File: config.mk
export PLATFORM = sky130hd
export DESIGN_NAME = an_restart_seq
export DESIGN_NICKNAME = d
export VERILOG_FILES = /design/src/rtl/an_seq_pkg.sv /design/src/rtl/an_mgmt_bits.sv /design/src/rtl/an_tick_timer.sv /design/src/rtl/an_pd_judge.sv /design/src/rtl/an_seq_fsm.sv /design/src/rtl/an_restart_seq.sv
export SDC_FILE = /design/constraint.sdc
export NUM_CORES = 1
export LEC_CHECK = 0
export ABC_AREA = 0
export BUFFER_PORTS_ARGS = -buffer_cell sky130_fd_sc_hd__buf_2
export CAP_MARGIN = 15
export CORE_ASPECT_RATIO = 2
export CORE_MARGIN = 2
export CORE_UTILIZATION = 26
export DETAILED_ROUTE_END_ITERATION = 10
export RECOVER_POWER = 50
export SLEW_MARGIN = 25
export SYNTH_ARGS = -nofsm -noshare
export SYNTH_HDL_FRONTEND = slang
export SYNTH_SLANG_ARGS = --single-unit
File: constraint.sdc
create_clock -name clk -period 3.2 [get_ports clk]
set_input_delay 0.16 -clock clk [delete_from_list [all_inputs] [get_ports clk]]
set_output_delay 0.16 -clock clk [all_outputs]
set_load 0.01 [all_outputs]
File: src/rtl/an_seq_pkg.sv
package an_seq_pkg;

  typedef enum logic [1:0] {
    AN_FORCED = 2'd0,
    AN_BREAK  = 2'd1,
    AN_SEEK   = 2'd2,
    AN_LINKED = 2'd3
  } an_state_e;

  // bits needed to count 0 .. max(a,b)-1
  function automatic int unsigned tick_width(int unsigned a, int unsigned b);
    int unsigned m;
    m = (a > b) ? a : b;
    return (m < 2) ? 1 : $clog2(m);
  endfunction

endpackage

File: src/rtl/an_mgmt_bits.sv
module an_mgmt_bits (
  input  logic clk,
  input  logic rst_n,
  input  logic restart_wr,
  input  logic enable,
  output logic restart_q,
  output logic en_rise,
  output logic en_low
);

  logic en_q;

  // en_q resets to 1 so a bit held high through reset is no edge
  always_ff @(posedge clk) begin
    if (!rst_n) begin
      restart_q <= 1'b0;
      en_q      <= 1'b1;
    end else begin
      restart_q <= restart_wr;
      en_q      <= enable;
    end
  end

  assign en_rise = enable & ~en_q;
  assign en_low  = ~enable;

endmodule

File: src/rtl/an_tick_timer.sv
module an_tick_timer #(
  parameter int unsigned CNT_W = 8
) (
  input  logic             clk,
  input  logic             rst_n,
  input  logic             clr,
  input  logic             run,
  input  logic [CNT_W-1:0] limit_m1,
  output logic             expired
);

  logic [CNT_W-1:0] cnt_q;

  function automatic logic at_end(logic [CNT_W-1:0] c, logic [CNT_W-1:0] lim);
    return c == lim;
  endfunction

  always_ff @(posedge clk) begin
    if (!rst_n)
      cnt_q <= '0;
    else if (clr)
      cnt_q <= '0;
    else if (run && !at_end(cnt_q, limit_m1))
      cnt_q <= cnt_q + CNT_W'(1);
  end

  assign expired = run & at_end(cnt_q, limit_m1);

endmodule

File: src/rtl/an_pd_judge.sv
module an_pd_judge #(
  parameter int unsigned LINK_N = 3
) (
  input  logic              clk,
  input  logic              rst_n,
  input  logic              eval_ok,
  input  logic [LINK_N-1:0] links,
  input  logic              rd_clr,
  output logic              single_ok,
  output logic              fault_set,
  output logic              fault
);

  function automatic logic exactly_one(logic [LINK_N-1:0] v);
    int unsigned n;
    n = 0;
    for (int i = 0; i < LINK_N; i++) n += v[i] ? 1 : 0;
    return n == 1;
  endfunction

  logic one_w;
  assign one_w     = exactly_one(links);
  assign single_ok = eval_ok & one_w;
  assign fault_set = eval_ok & ~one_w;

  // a new fault outranks a clear in the same cycle
  always_ff @(posedge clk) begin
    if (!rst_n)
      fault <= 1'b0;
    else if (fault_set)
      fault <= 1'b1;
    else if (rd_clr)
      fault <= 1'b0;
  end

endmodule

File: src/rtl/an_seq_fsm.sv
module an_seq_fsm
  import an_seq_pkg::*;
(
  input  logic      clk,
  input  logic      rst_n,
  input  logic      boot_forced,
  input  logic      en_rise,
  input  logic      en_low,
  input  logic      restart_take,
  input  logic      link_valid,
  input  logic      neg_resolved,
  input  logic      pd_single,
  input  logic      tmr_expired,
  output an_state_e st_q,
  output logic      tmr_clr,
  output logic      tmr_run,
  output logic      sel_break
);

  an_state_e st_n;
  logic      reload;

  always_comb begin
    st_n   = st_q;
    reload = 1'b0;
    if (en_low) begin
      st_n = AN_FORCED;
    end else begin
      case (st_q)
        AN_FORCED: if (en_rise) st_n = AN_BREAK;
        AN_BREAK: begin
          if (restart_take)     reload = 1'b1;
          else if (tmr_expired) st_n = AN_SEEK;
        end
        AN_SEEK: begin
          if (restart_take)                                 st_n = AN_BREAK;
          else if ((neg_resolved && link_valid) || pd_single) st_n = AN_LINKED;
          else if (tmr_expired)                             st_n = AN_BREAK;
        end
        AN_LINKED: begin
          if (restart_take)     st_n = AN_BREAK;
          else if (!link_valid) st_n = AN_SEEK;
        end
        default: st_n = AN_FORCED;
      endcase
    end
  end

  always_ff @(posedge clk) begin
    if (!rst_n)
      st_q <= boot_forced ? AN_FORCED : AN_SEEK;
    else
      st_q <= st_n;
  end

  assign tmr_clr   = reload | (st_n != st_q);
  assign tmr_run   = (st_q == AN_BREAK) | (st_q == AN_SEEK);
  assign sel_break = (st_q == AN_BREAK);

endmodule

File: src/rtl/an_restart_seq.sv
module an_restart_seq
  import an_seq_pkg::*;
#(
  parameter int unsigned LINK_N      = 3,
  parameter int unsigned BREAK_TICKS = 187_500_000,
  parameter int unsigned NEG_TICKS   = 375_000_000
) (
  input  logic              clk,
  input  logic              rst_n,
  input  logic              boot_forced,
  input  logic              mgmt_restart_wr,
  input  logic              mgmt_enable,
  input  logic              link_valid,
  input  logic              neg_resolved,
  input  logic              pd_eval,
  input  logic [LINK_N-1:0] pd_links,
  input  logic              fault_rd_clr,
  output logic              restart_bit,
  output logic              tx_inhibit,
  output logic              flp_enable,
  output logic              an_complete,
  output logic              pd_fault
);

  localparam int unsigned      CNT_W  = tick_width(BREAK_TICKS, NEG_TICKS);
  localparam logic [CNT_W-1:0] BRK_M1 = CNT_W'(BREAK_TICKS - 1);
  localparam logic [CNT_W-1:0] NEG_M1 = CNT_W'(NEG_TICKS - 1);

  // named internal events, also used by the bound checker
  logic      en_rise_w, en_low_w, restart_q;
  logic      fault_set_w, pd_single_w, in_forced_w;
  logic      tmr_clr, tmr_run, tmr_exp, sel_break;
  an_state_e st_q;

  an_mgmt_bits u_bits (
    .clk        (clk),
    .rst_n      (rst_n),
    .restart_wr (mgmt_restart_wr),
    .enable     (mgmt_enable),
    .restart_q  (restart_q),
    .en_rise    (en_rise_w),
    .en_low     (en_low_w)
  );

  an_tick_timer #(.CNT_W(CNT_W)) u_tmr (
    .clk      (clk),
    .rst_n    (rst_n),
    .clr      (tmr_clr),
    .run      (tmr_run),
    .limit_m1 (sel_break ? BRK_M1 : NEG_M1),
    .expired  (tmr_exp)
  );

  an_pd_judge #(.LINK_N(LINK_N)) u_pd (
    .clk       (clk),
    .rst_n     (rst_n),
    .eval_ok   (pd_eval & (st_q == AN_SEEK)),
    .links     (pd_links),
    .rd_clr    (fault_rd_clr),
    .single_ok (pd_single_w),
    .fault_set (fault_set_w),
    .fault     (pd_fault)
  );

  an_seq_fsm u_fsm (
    .clk          (clk),
    .rst_n        (rst_n),
    .boot_forced  (boot_forced),
    .en_rise      (en_rise_w),
    .en_low       (en_low_w),
    .restart_take (restart_q),
    .link_valid   (link_valid),
    .neg_resolved (neg_resolved),
    .pd_single    (pd_single_w),
    .tmr_expired  (tmr_exp),
    .st_q         (st_q),
    .tmr_clr      (tmr_clr),
    .tmr_run      (tmr_run),
    .sel_break    (sel_break)
  );

  assign in_forced_w = (st_q == AN_FORCED);
  assign restart_bit = restart_q;
  assign tx_inhibit  = (st_q == AN_BREAK);
  assign flp_enable  = (st_q == AN_SEEK);
  assign an_complete = (st_q == AN_LINKED);

endmodule

-- Yosys cells after proc, flatten, opt, wreduce, memory -nomap -nowiden
Index checks and enable logic that the tools add are counted.
Widths: inputs -> output; s select.
- bits in registers: 34
- word-level logic and storage cells: 52
- $add $sub $neg: 3
- equal/unequal tests: 6
- multiplexer cells: 21
- bitwise logic cells: 10
- reduce and logical (&&, ||, !) cells: 7
- operators by type and width (kind ; number):
    $add 32x32->32 ; 2
    $eq 32x1->1 const B ; 1
    $add 29x1->29 const B ; 1
    $eq 29x29->1 ; 1
    $mux 29 ; 1
    $mux 2 ; 11
    $mux 1 ; 8
    $pmux 2 s4 ; 1
    $and 1x1->1 ; 5
    $eq 2x2->1 const B ; 2
    $not 1->1 ; 3
    $eq 2x1->1 const B ; 1
    $logic_and 1x1->1 ; 2
    $logic_not 2->1 ; 1
    $ne 2x2->1 ; 1
    $or 1x1->1 ; 2
    $reduce_bool 2->1 ; 1
    $reduce_or 2->1 ; 1
    $logic_not 1->1 ; 1
    $logic_or 1x1->1 ; 1

-- Depth between registers and ports, before layout
Gate-level depths: netlist (run 1).
- depth in word-level cells: 13
- mapped depth: 11
- gate-level depth less buffers: 8

-- Modules after synthesis
A second synthesis (run 1) with hierarchy kept.
- cells, all modules: 284
- area total of the unflattened synthesis: 2396.0 µm²
- modules (own cells, without submodules) (module ; instances ; cells each ; area an instance (µm²) ; sequential area each (µm²)):
    an_tick_timer ; 1 ; 225 ; 1873.0 ; 580.6
    an_seq_fsm ; 1 ; 32 ; 279.0 ; 40.0
    an_pd_judge ; 1 ; 14 ; 130.1 ; 20.0
    an_mgmt_bits ; 1 ; 6 ; 70.1 ; 40.0
    an_restart_seq ; 1 ; 7 ; 43.8 ; 0.0

-- Worst setup path after synthesis (run 1)
Ideal clock, no wire load.
- path type: register to register
- start point: register u_fsm.st_q[1]
- end point: register u_tmr.cnt_q[12]
- library setup time: 0.119 ns
- arrival time: 2.381 ns
- setup slack: 0.701 ns
- cell stages (with the launch flop): 12
- path buffers: 3
- clock period less this slack: 2.499 ns
- cells stage by stage: dfxtp_1 -> inv_1 -> ha_1 -> clkbuf_1 -> nand3b_1 -> a221oi_1 -> o221a_2 -> a32oi_1 -> o22ai_1 -> buf_2 -> buf_6 -> nor3_1
- cells in the longest elaborated chain, start to end: 12
- elaborated cells between the ends (all ways): 28
- those cells by class: 5 x eq/ne; 13 x mux; 5 x bitwise; 5 x reduce/logical
- ends and longest elaborated chain (what ; RTL line ; source):
    start: declaration ; an_seq_fsm.sv:14 ; output an_state_e st_q,
    start signal: assignment ; an_seq_fsm.sv:51 ; st_q <= boot_forced ? AN_FORCED : AN_SEEK;
    start signal: assignment ; an_seq_fsm.sv:53 ; st_q <= st_n;
    $eq 2x1->1 * ; - ;
    named net tx_inhibit ; an_restart_seq.sv:19 ; output logic tx_inhibit,
    $mux 29 ; an_restart_seq.sv:50 ; .limit_m1 (sel_break ? BRK_M1 : NEG_M1),
    $eq 29x29->1 ; an_tick_timer.sv:15 ; return c == lim;
    $and 1x1->1 ; an_tick_timer.sv:27 ; assign expired = run & at_end(cnt_q, limit_m1);
    $mux 2 ; an_seq_fsm.sv:38 ; else if (tmr_expired) st_n = AN_BREAK;
    $mux 2 ; an_seq_fsm.sv:37 ; else if ((neg_resolved && link_valid) || pd_single) st_n = AN_LINKED;
    $mux 2 ; an_seq_fsm.sv:36 ; if (restart_take) st_n = AN_BREAK;
    $pmux 2 s4 ; an_seq_fsm.sv:29 ; case (st_q)
    $mux 2 ; an_seq_fsm.sv:26 ; if (en_low) begin
    $ne 2x2->1 ; an_seq_fsm.sv:56 ; assign tmr_clr = reload | (st_n != st_q);
    $or 1x1->1 ; an_seq_fsm.sv:56 ;
    $reduce_or 2->1 (no source line) ; - ;
    end signal: assignment ; an_tick_timer.sv:24 ; cnt_q <= cnt_q + CNT_W'(1);
    end: declaration ; an_tick_timer.sv:12 ; logic [CNT_W-1:0] cnt_q;
The timed path passes the listed nets; every way through them passes the cells marked *.
A chain may end at the register's enable or synchronous reset.

-- Worst setup path after layout (run 1)
- start point: register u_fsm.st_q[1]
- end point: register u_tmr.cnt_q[20]
- cells in the longest elaborated chain, start to end: 12
- elaborated cells between the ends (all ways): 28
- those cells by class: 5 x eq/ne; 13 x mux; 5 x bitwise; 5 x reduce/logical
- ends and longest elaborated chain (what ; RTL line):
    $eq 2x1->1 ; an_seq_fsm.sv:29, an_seq_fsm.sv:57, an_seq_fsm.sv:58
    $mux 29 ; an_restart_seq.sv:50
    $eq 29x29->1 ; an_tick_timer.sv:15
    $and 1x1->1 ; an_tick_timer.sv:27
    $mux 2 ; an_seq_fsm.sv:38
    $mux 2 ; an_seq_fsm.sv:37
    $mux 2 ; an_seq_fsm.sv:36
    $pmux 2 s4 ; an_seq_fsm.sv:29
    $mux 2 ; an_seq_fsm.sv:26
    $ne 2x2->1 ; an_seq_fsm.sv:56
    $or 1x1->1 ; an_seq_fsm.sv:56
    $reduce_or 2->1 (no source line) ; -
Several ways; a longest one is shown, not always the timed one.

==> results.toml, run 1 <==
[global_route]
grt_max_degree = 30
grt_overflow = 0
grtUsageTotal = 0.138
grt_pass1_vias = 1943
grt_pass1_wl_um = 9110
antenna_found_initial = 0

[floorplanning]
initial_core_util = 0.265
num_io_pins = 17
die_area_mm2 = 0.00881
rows = 46
die_h_um = 131
fp.dieW_um = 67.4
core-area_mm2 = 0.00789

[drt]
vias_per_cell = 5.35
top_layer = "met4"
drt_iter0_drc = 106
wirelength_met1_um = 1960
routed-wl-met3_um = 215
vias = 1958
remaining_drc_errors = 0
first_pass_iters = 4
wl_met2_um = 3020
finalWirelength_um = 5430
ant_nets = 0
wl_per_cell_um = 14.8

[yosys]
ys_ff_latch = 34
yosys_warnings = 0
syn-cell-area_mm2 = 0.00209
syn_area_per_cell_um2 = 8.19
async_flop_share = 0
synth_top_cell_by_area = "dfxtp_1"
synth_cell_types = 53
synth.area.top_cells = "dfxtp_1 (33%), nor3_1 (6.9%), xor2_1 (6.3%)"
synthDominantCellAreaShare = 0.326
ys.flop_type = "dfxtp_1"
syn_nets = 273
synthCells = 255
yosysSeqAreaShare = 0.326
synth_edf_count = 0

[cts]
clockRootBuffer = "clkbuf_16"
cts_resized = 0
clkSinkCount = 34
cts_buffers = 5
cts_hold_buf = 0
path_clk_slew_ns = 0.05
cts_tree = "done"
cts_buffer_depth = 2
cts_max_level = 2
clock_latency_ns = 0.28
cts_setup_buffers = 0

[setup_path]
path_cells = "inv_1, ha_1, nand4bb_1, a221oi_1, o221a_2, nand3_2, o41ai_4, buf_4, nor3_1"
cp-start-kind = "flop"
arrival_ns = 3.05
rrSetupSlack_ns = 0.31
crit_fanout = 29
cpMaxStageDelayCell = "dfxtp_1"
r2r-end = "u_tmr.cnt_q[20]$_SDFFE_PP0P_"
reg2reg_from = "u_fsm.st_q[1]$_DFF_P_"
cp_data_required_time_ns = 3.36
crit_type = "flop to flop"
max_stage_delay_ns = 0.56
endpoint_kind = "flop"
reg2reg_depth = 9

[layout]
multiInputGateArea_mm2 = 0.00131
fin_cells = 366
utilization = 0.305
drive_gt1_frac = 0.107
regArea_um2 = 681
final_nets = 287
antenna_cells = 0
filler_cell_count = 841
area_delta_synth_final_pct = 15.1

[power_and_ir_drop]
power_uw = 1090
ir_drop_uv = 169
leakagePower_uw = 0.000765
p_per_area_mw_per_mm2 = 454

[sta]
slew_violations = 0
relSlewSlack = 0.534
setup_viol = 0
worst_slew_pin_slew_ns = 0.681
fin_crit_ns = 2.89
hold_viol_final = 0
fin_skew_ns = 0.00278
fin_tns_setup_ns = 0
timing.hold.ws_ns = 0.0819
rsz0062_at_grt = "false"
period_share = 0.903
fmax_ghz = 0.346

[placed_design]
dpl.cell_count = 358
dp_hpwl_um = 4020
portBuffers = 16
gp_congestion = 0.819

[run_status]
run_status = "completed"

[worst_hold_path]
hold_path_class = "primary input to flop"
min_to = "u_bits.restart_q$_SDFF_PN0_"
min_from = "mgmt_restart_wr"
min_path_cells = 2

[run]
maxCapViolCount = 0
## routing by layer
layer,global-route usage,up-vias
li1,-,963
met1,0.134,921
met2,0.255,58
met3,0.0257,16
met4,0.0900,0
met5,0,-
## worst max-delay path by stage
| stage | start | end | slack, ns | cells past startpoint |
|---|---|---|---|---|
| 3_3_place_gp | u_fsm.st_q[1]$_DFF_P_ | u_tmr.cnt_q[25]$_SDFFE_PP0P_ | 0.44 | 9 |
| 2_1_floorplan | u_fsm.st_q[1]$_DFF_P_ | u_tmr.cnt_q[12]$_SDFFE_PP0P_ | 0.70 | 11 |
| 6_report | u_fsm.st_q[1]$_DFF_P_ | u_tmr.cnt_q[20]$_SDFFE_PP0P_ | 0.31 | 9 |
| 4_1_cts | u_fsm.st_q[1]$_DFF_P_ | u_tmr.cnt_q[23]$_SDFFE_PP0P_ | 0.34 | 9 |
| 3_5_place_dp | u_fsm.st_q[1]$_DFF_P_ | u_tmr.cnt_q[28]$_SDFFE_PP0P_ | 0.36 | 9 |
| 5_1_grt | u_fsm.st_q[1]$_DFF_P_ | u_tmr.cnt_q[4]$_SDFFE_PP0P_ | 0.05 | 9 |
## flip-flops by register name, indices dropped and copies added, names as in the netlist
name,cells
u_tmr.cnt_q,29
u_bits.en_q,1
u_fsm.st_q,2
u_pd.fault,1
u_bits.restart_q,1
## cell usage after synthesis (2+ instances only)
cell type,number
and2_1,4
a31oi_1,2
and3_1,4
nor4_1,6
a2111oi_0,2
buf_6,2
nand4_1,7
ha_1,5
o22ai_1,3
clkbuf_1,7
a211oi_1,7
o21ai_0,10
a32oi_1,2
inv_1,13
a41oi_1,2
dfxtp_1,34
nor3b_1,2
nor3_1,29
xor2_1,15
nor2b_1,4
nand3b_1,3
xnor2_1,8
nor2_1,6
nand3_1,17
buf_2,3
a221oi_1,2
nand2_1,27
or3_1,4
## logic make-up after synthesis
family          Yosys count  share of synthesized area
buf+inv                  26                     0.0575
compound gates           44                      0.166
mux                       1                    0.00479
simple gates            121                      0.310
xor+xnor                 23                     0.0964
flops                    34                      0.326
fa+ha+maj                 6                     0.0395
## through the flow
step	setup slack [ns]	area [µm²]
after floorplan	0.701	2090
after global placement	0.441	2270
after detailed placement	0.356	2270
after CTS	0.335	2410
after global routing	0.0474	2410
final	0.311	2410
## layout by cell type, fill, tap and decap left out, drive strengths merged, types with 2 or more instances in the layout
master and n:
and3 4, and2 5, nand2 27, a2111oi 3, xnor2 8, a221oi 2
nand3b 3, nor3 29, a211oi 7, nand4 7, o22ai 3, nor3b 2
nor2b 4, a41oi 2, nand3 18, buf 14, a32oi 2, clkbuf 13
nor4 6, xor2 15, or3 4, inv 13, o21ai 12, a31oi 2
ha 5, dfxtp 34, nor2 6
## layout make-up
class,instances,share of cell area
Clock buffer,7,0.0593
Clock inverter,1,0.00208
Inverter,13,0.0203
Multi-Input combinational cell,195,0.543
Sequential cell,34,0.283
Tap cell,96,0.0499
Timing Repair Buffer,20,0.0426
## critical path, delay by kind of cell, from the launching register on
kind | cells | cell delay [ns]
compound gates | 3 | 0.91
buf+inv | 2 | 0.47
fa+ha+maj | 1 | 0.34
flops | 1 | 0.56
simple gates | 3 | 0.46
## power breakdown
part | internal [µW] | leakage (µW) | switching (µW)
Sequential | 432 | 0.000275 | 13.3
Combinational | 52.1 | 0.000416 | 104
Clock | 308 | 0.0000739 | 182
Total | 792 | 0.000765 | 300
No activity file was read; power rests on OpenSTA's default activity.
==> inputs of run 2 (changes only) <==
--- a/config.mk
+++ b/config.mk
@@ -6,12 +6,12 @@
 export NUM_CORES = 1
 export LEC_CHECK = 0
 export ABC_AREA = 0
-export BUFFER_PORTS_ARGS = -buffer_cell sky130_fd_sc_hd__buf_2
 export CAP_MARGIN = 15
 export CORE_ASPECT_RATIO = 2
 export CORE_MARGIN = 2
 export CORE_UTILIZATION = 26
 export DETAILED_ROUTE_END_ITERATION = 10
+export DONT_BUFFER_PORTS = 1
 export RECOVER_POWER = 50
 export SLEW_MARGIN = 25
 export SYNTH_ARGS = -nofsm -noshare
==> results.toml, run 2 (same netlist as run 1, synthesis figures left out) <==
[run_status]
run_status = "complete, but fails checks"
violations = "negative hold slack"

[floorplanning]
rows = 46
die_area_mm2 = 0.00881
initial_core_util = 0.265
die_h_um = 131
core-area_mm2 = 0.00789
num_io_pins = 17
fp.dieW_um = 67.4

[power_and_ir_drop]
power_uw = 1080
p_per_area_mw_per_mm2 = 457
leakagePower_uw = 0.000737
ir_drop_uv = 188

[placed_design]
dp_hpwl_um = 4110
dpl.cell_count = 345
portBuffers = 0
gp_congestion = 0.871

[layout]
final_nets = 276
final_common_cell = "dfxtp_1"
largest_reg_flops = 29
fin_cells = 355
drive_gt1_frac = 0.0811
utilization = 0.301
final_cell_mix = "dfxtp_1 (34), nor3_1 (29), nand2_1 (27)"
regMostFlops = "u_tmr.cnt_q"
antenna_cells = 0
area_delta_synth_final_pct = 13.5
reg_top3 = "u_tmr.cnt_q (29), u_fsm.st_q (2)"
filler_cell_count = 850

[global_route]
grt_pass1_vias = 1928
antenna_found_initial = 0
grtUsageTotal = 0.133
grt_max_degree = 30
grt_overflow = 0
grt_pass1_wl_um = 8850

[cts]
cts_buffers = 5
clockRootBuffer = "clkbuf_16"
cts_max_level = 2
cts_setup_buffers = 0
clock_latency_ns = 0.28
cts_tree = "done"
cts_buffer_depth = 2
path_clk_slew_ns = 0.05
clkSinkCount = 34

[sta]
setup_viol = 0
hold_viol_final = 1
fin_tns_setup_ns = 0
fin_crit_ns = 2.87
fin_skew_ns = 0.00556
period_share = 0.897
rsz0062_at_grt = "false"
timing.hold.ws_ns = -0.00171
relSlewSlack = 0.555
slew_violations = 0
fmax_ghz = 0.348
worst_slew_pin_slew_ns = 0.661

[setup_path]
crit_fanout = 29
endpoint_kind = "flop"
cpMaxStageDelayCell = "dfxtp_1"
cp_data_required_time_ns = 3.35
crit_type = "flop to flop"
cp-start-kind = "flop"
cpLargestDelayFamily = "compound AO/OA/AOI/OAI gates"
path_cells = "inv_1, ha_1, clkbuf_1, nand2b_1, a21oi_1, o221a_2, a32oi_1, o22ai_2, clkbuf_4, nor3_1"
max_stage_delay_ns = 0.53
arrival_ns = 3.02
crit_buf_inv = 3

[run]
maxCapViolCount = 0

[drt]
wl_per_cell_um = 15.5
vias_per_cell = 5.48
first_pass_iters = 4
vias = 1945
finalWirelength_um = 5510
remaining_drc_errors = 0
ant_nets = 0
drt_iter0_drc = 99

[worst_hold_path]
hold_path_class = "primary input to flop"
-- run 2: final cells by class --
cell class	count	area, µm²	share of cell area
clock buffer	7	143	0.0601
clock inverter	1	5.00	0.00211
inverter	13	48.8	0.0206
multi-input combinational	195	1310	0.551
sequential	34	681	0.287
tap	96	120	0.0506
timing repair buffer	9	68.8	0.0290
-- run 2: repair_timing --
action / 4_1_cts / 5_1_grt
hold buffers: 1 / 1
endpoints found under the hold margin: 1 / 1
endpoints found under the setup margin: 0 / 0
gates resized for setup: 0 / 0
-- run 2: per-layer routing --
layer | up-vias | wire length, µm | part of all wire | track usage
met5 | - | 0 | 0 | 0
met1 | 929 | 2010 | 0.36 | 0.126
met2 | 56 | 3060 | 0.56 | 0.259
met4 | 0 | 210 | 0.038 | 0.0708
li1 | 942 | - | - | -
met3 | 18 | 225 | 0.041 | 0.0188
-- run 2: worst register-to-register path: stages, from the launching register on --
cell and delay [ns]:
dfxtp_1 0.53, inv_1 0.12, ha_1 0.26, clkbuf_1 0.26, nand2b_1 0.21, a21oi_1 0.23
o221a_2 0.30, a32oi_1 0.13, o22ai_2 0.19, clkbuf_4 0.38, nor3_1 0.12
-- run 2: final timing paths --
check | from | to | slack [ns] | cells after the start
max reg2reg | u_fsm.st_q[1]$_DFF_P_ | u_tmr.cnt_q[0]$_SDFFE_PP0P_ | 0.33 | 10
min reg2reg | u_tmr.cnt_q[4]$_SDFFE_PP0P_ | u_tmr.cnt_q[4]$_SDFFE_PP0P_ | 0.51 | 2
min | rst_n | u_pd.fault$_SDFFE_PN0P_ | -0.002 | 1
max | u_fsm.st_q[1]$_DFF_P_ | u_tmr.cnt_q[0]$_SDFFE_PP0P_ | 0.33 | 10
-- run 2: per-stage QoR --
| step | setup WS, ns | instance area [µm²] | hold WS [ns] |
|---|---|---|---|
| after floorplan | 0.701 | 2090 | 0.229 |
| after detailed placement | 0.524 | 2210 | 0.245 |
| after CTS | 0.489 | 2370 | 0.00126 |
| final | 0.330 | 2370 | -0.00171 |
| after global placement | 0.585 | 2210 | 0.237 |
| after global routing | 0.138 | 2370 | 0.00177 |
-- run 2: power breakdown --
group	internal, µW	switching [µW]
registers	432	13.7
clock network	308	181
logic	49.9	99.6
total	790	295
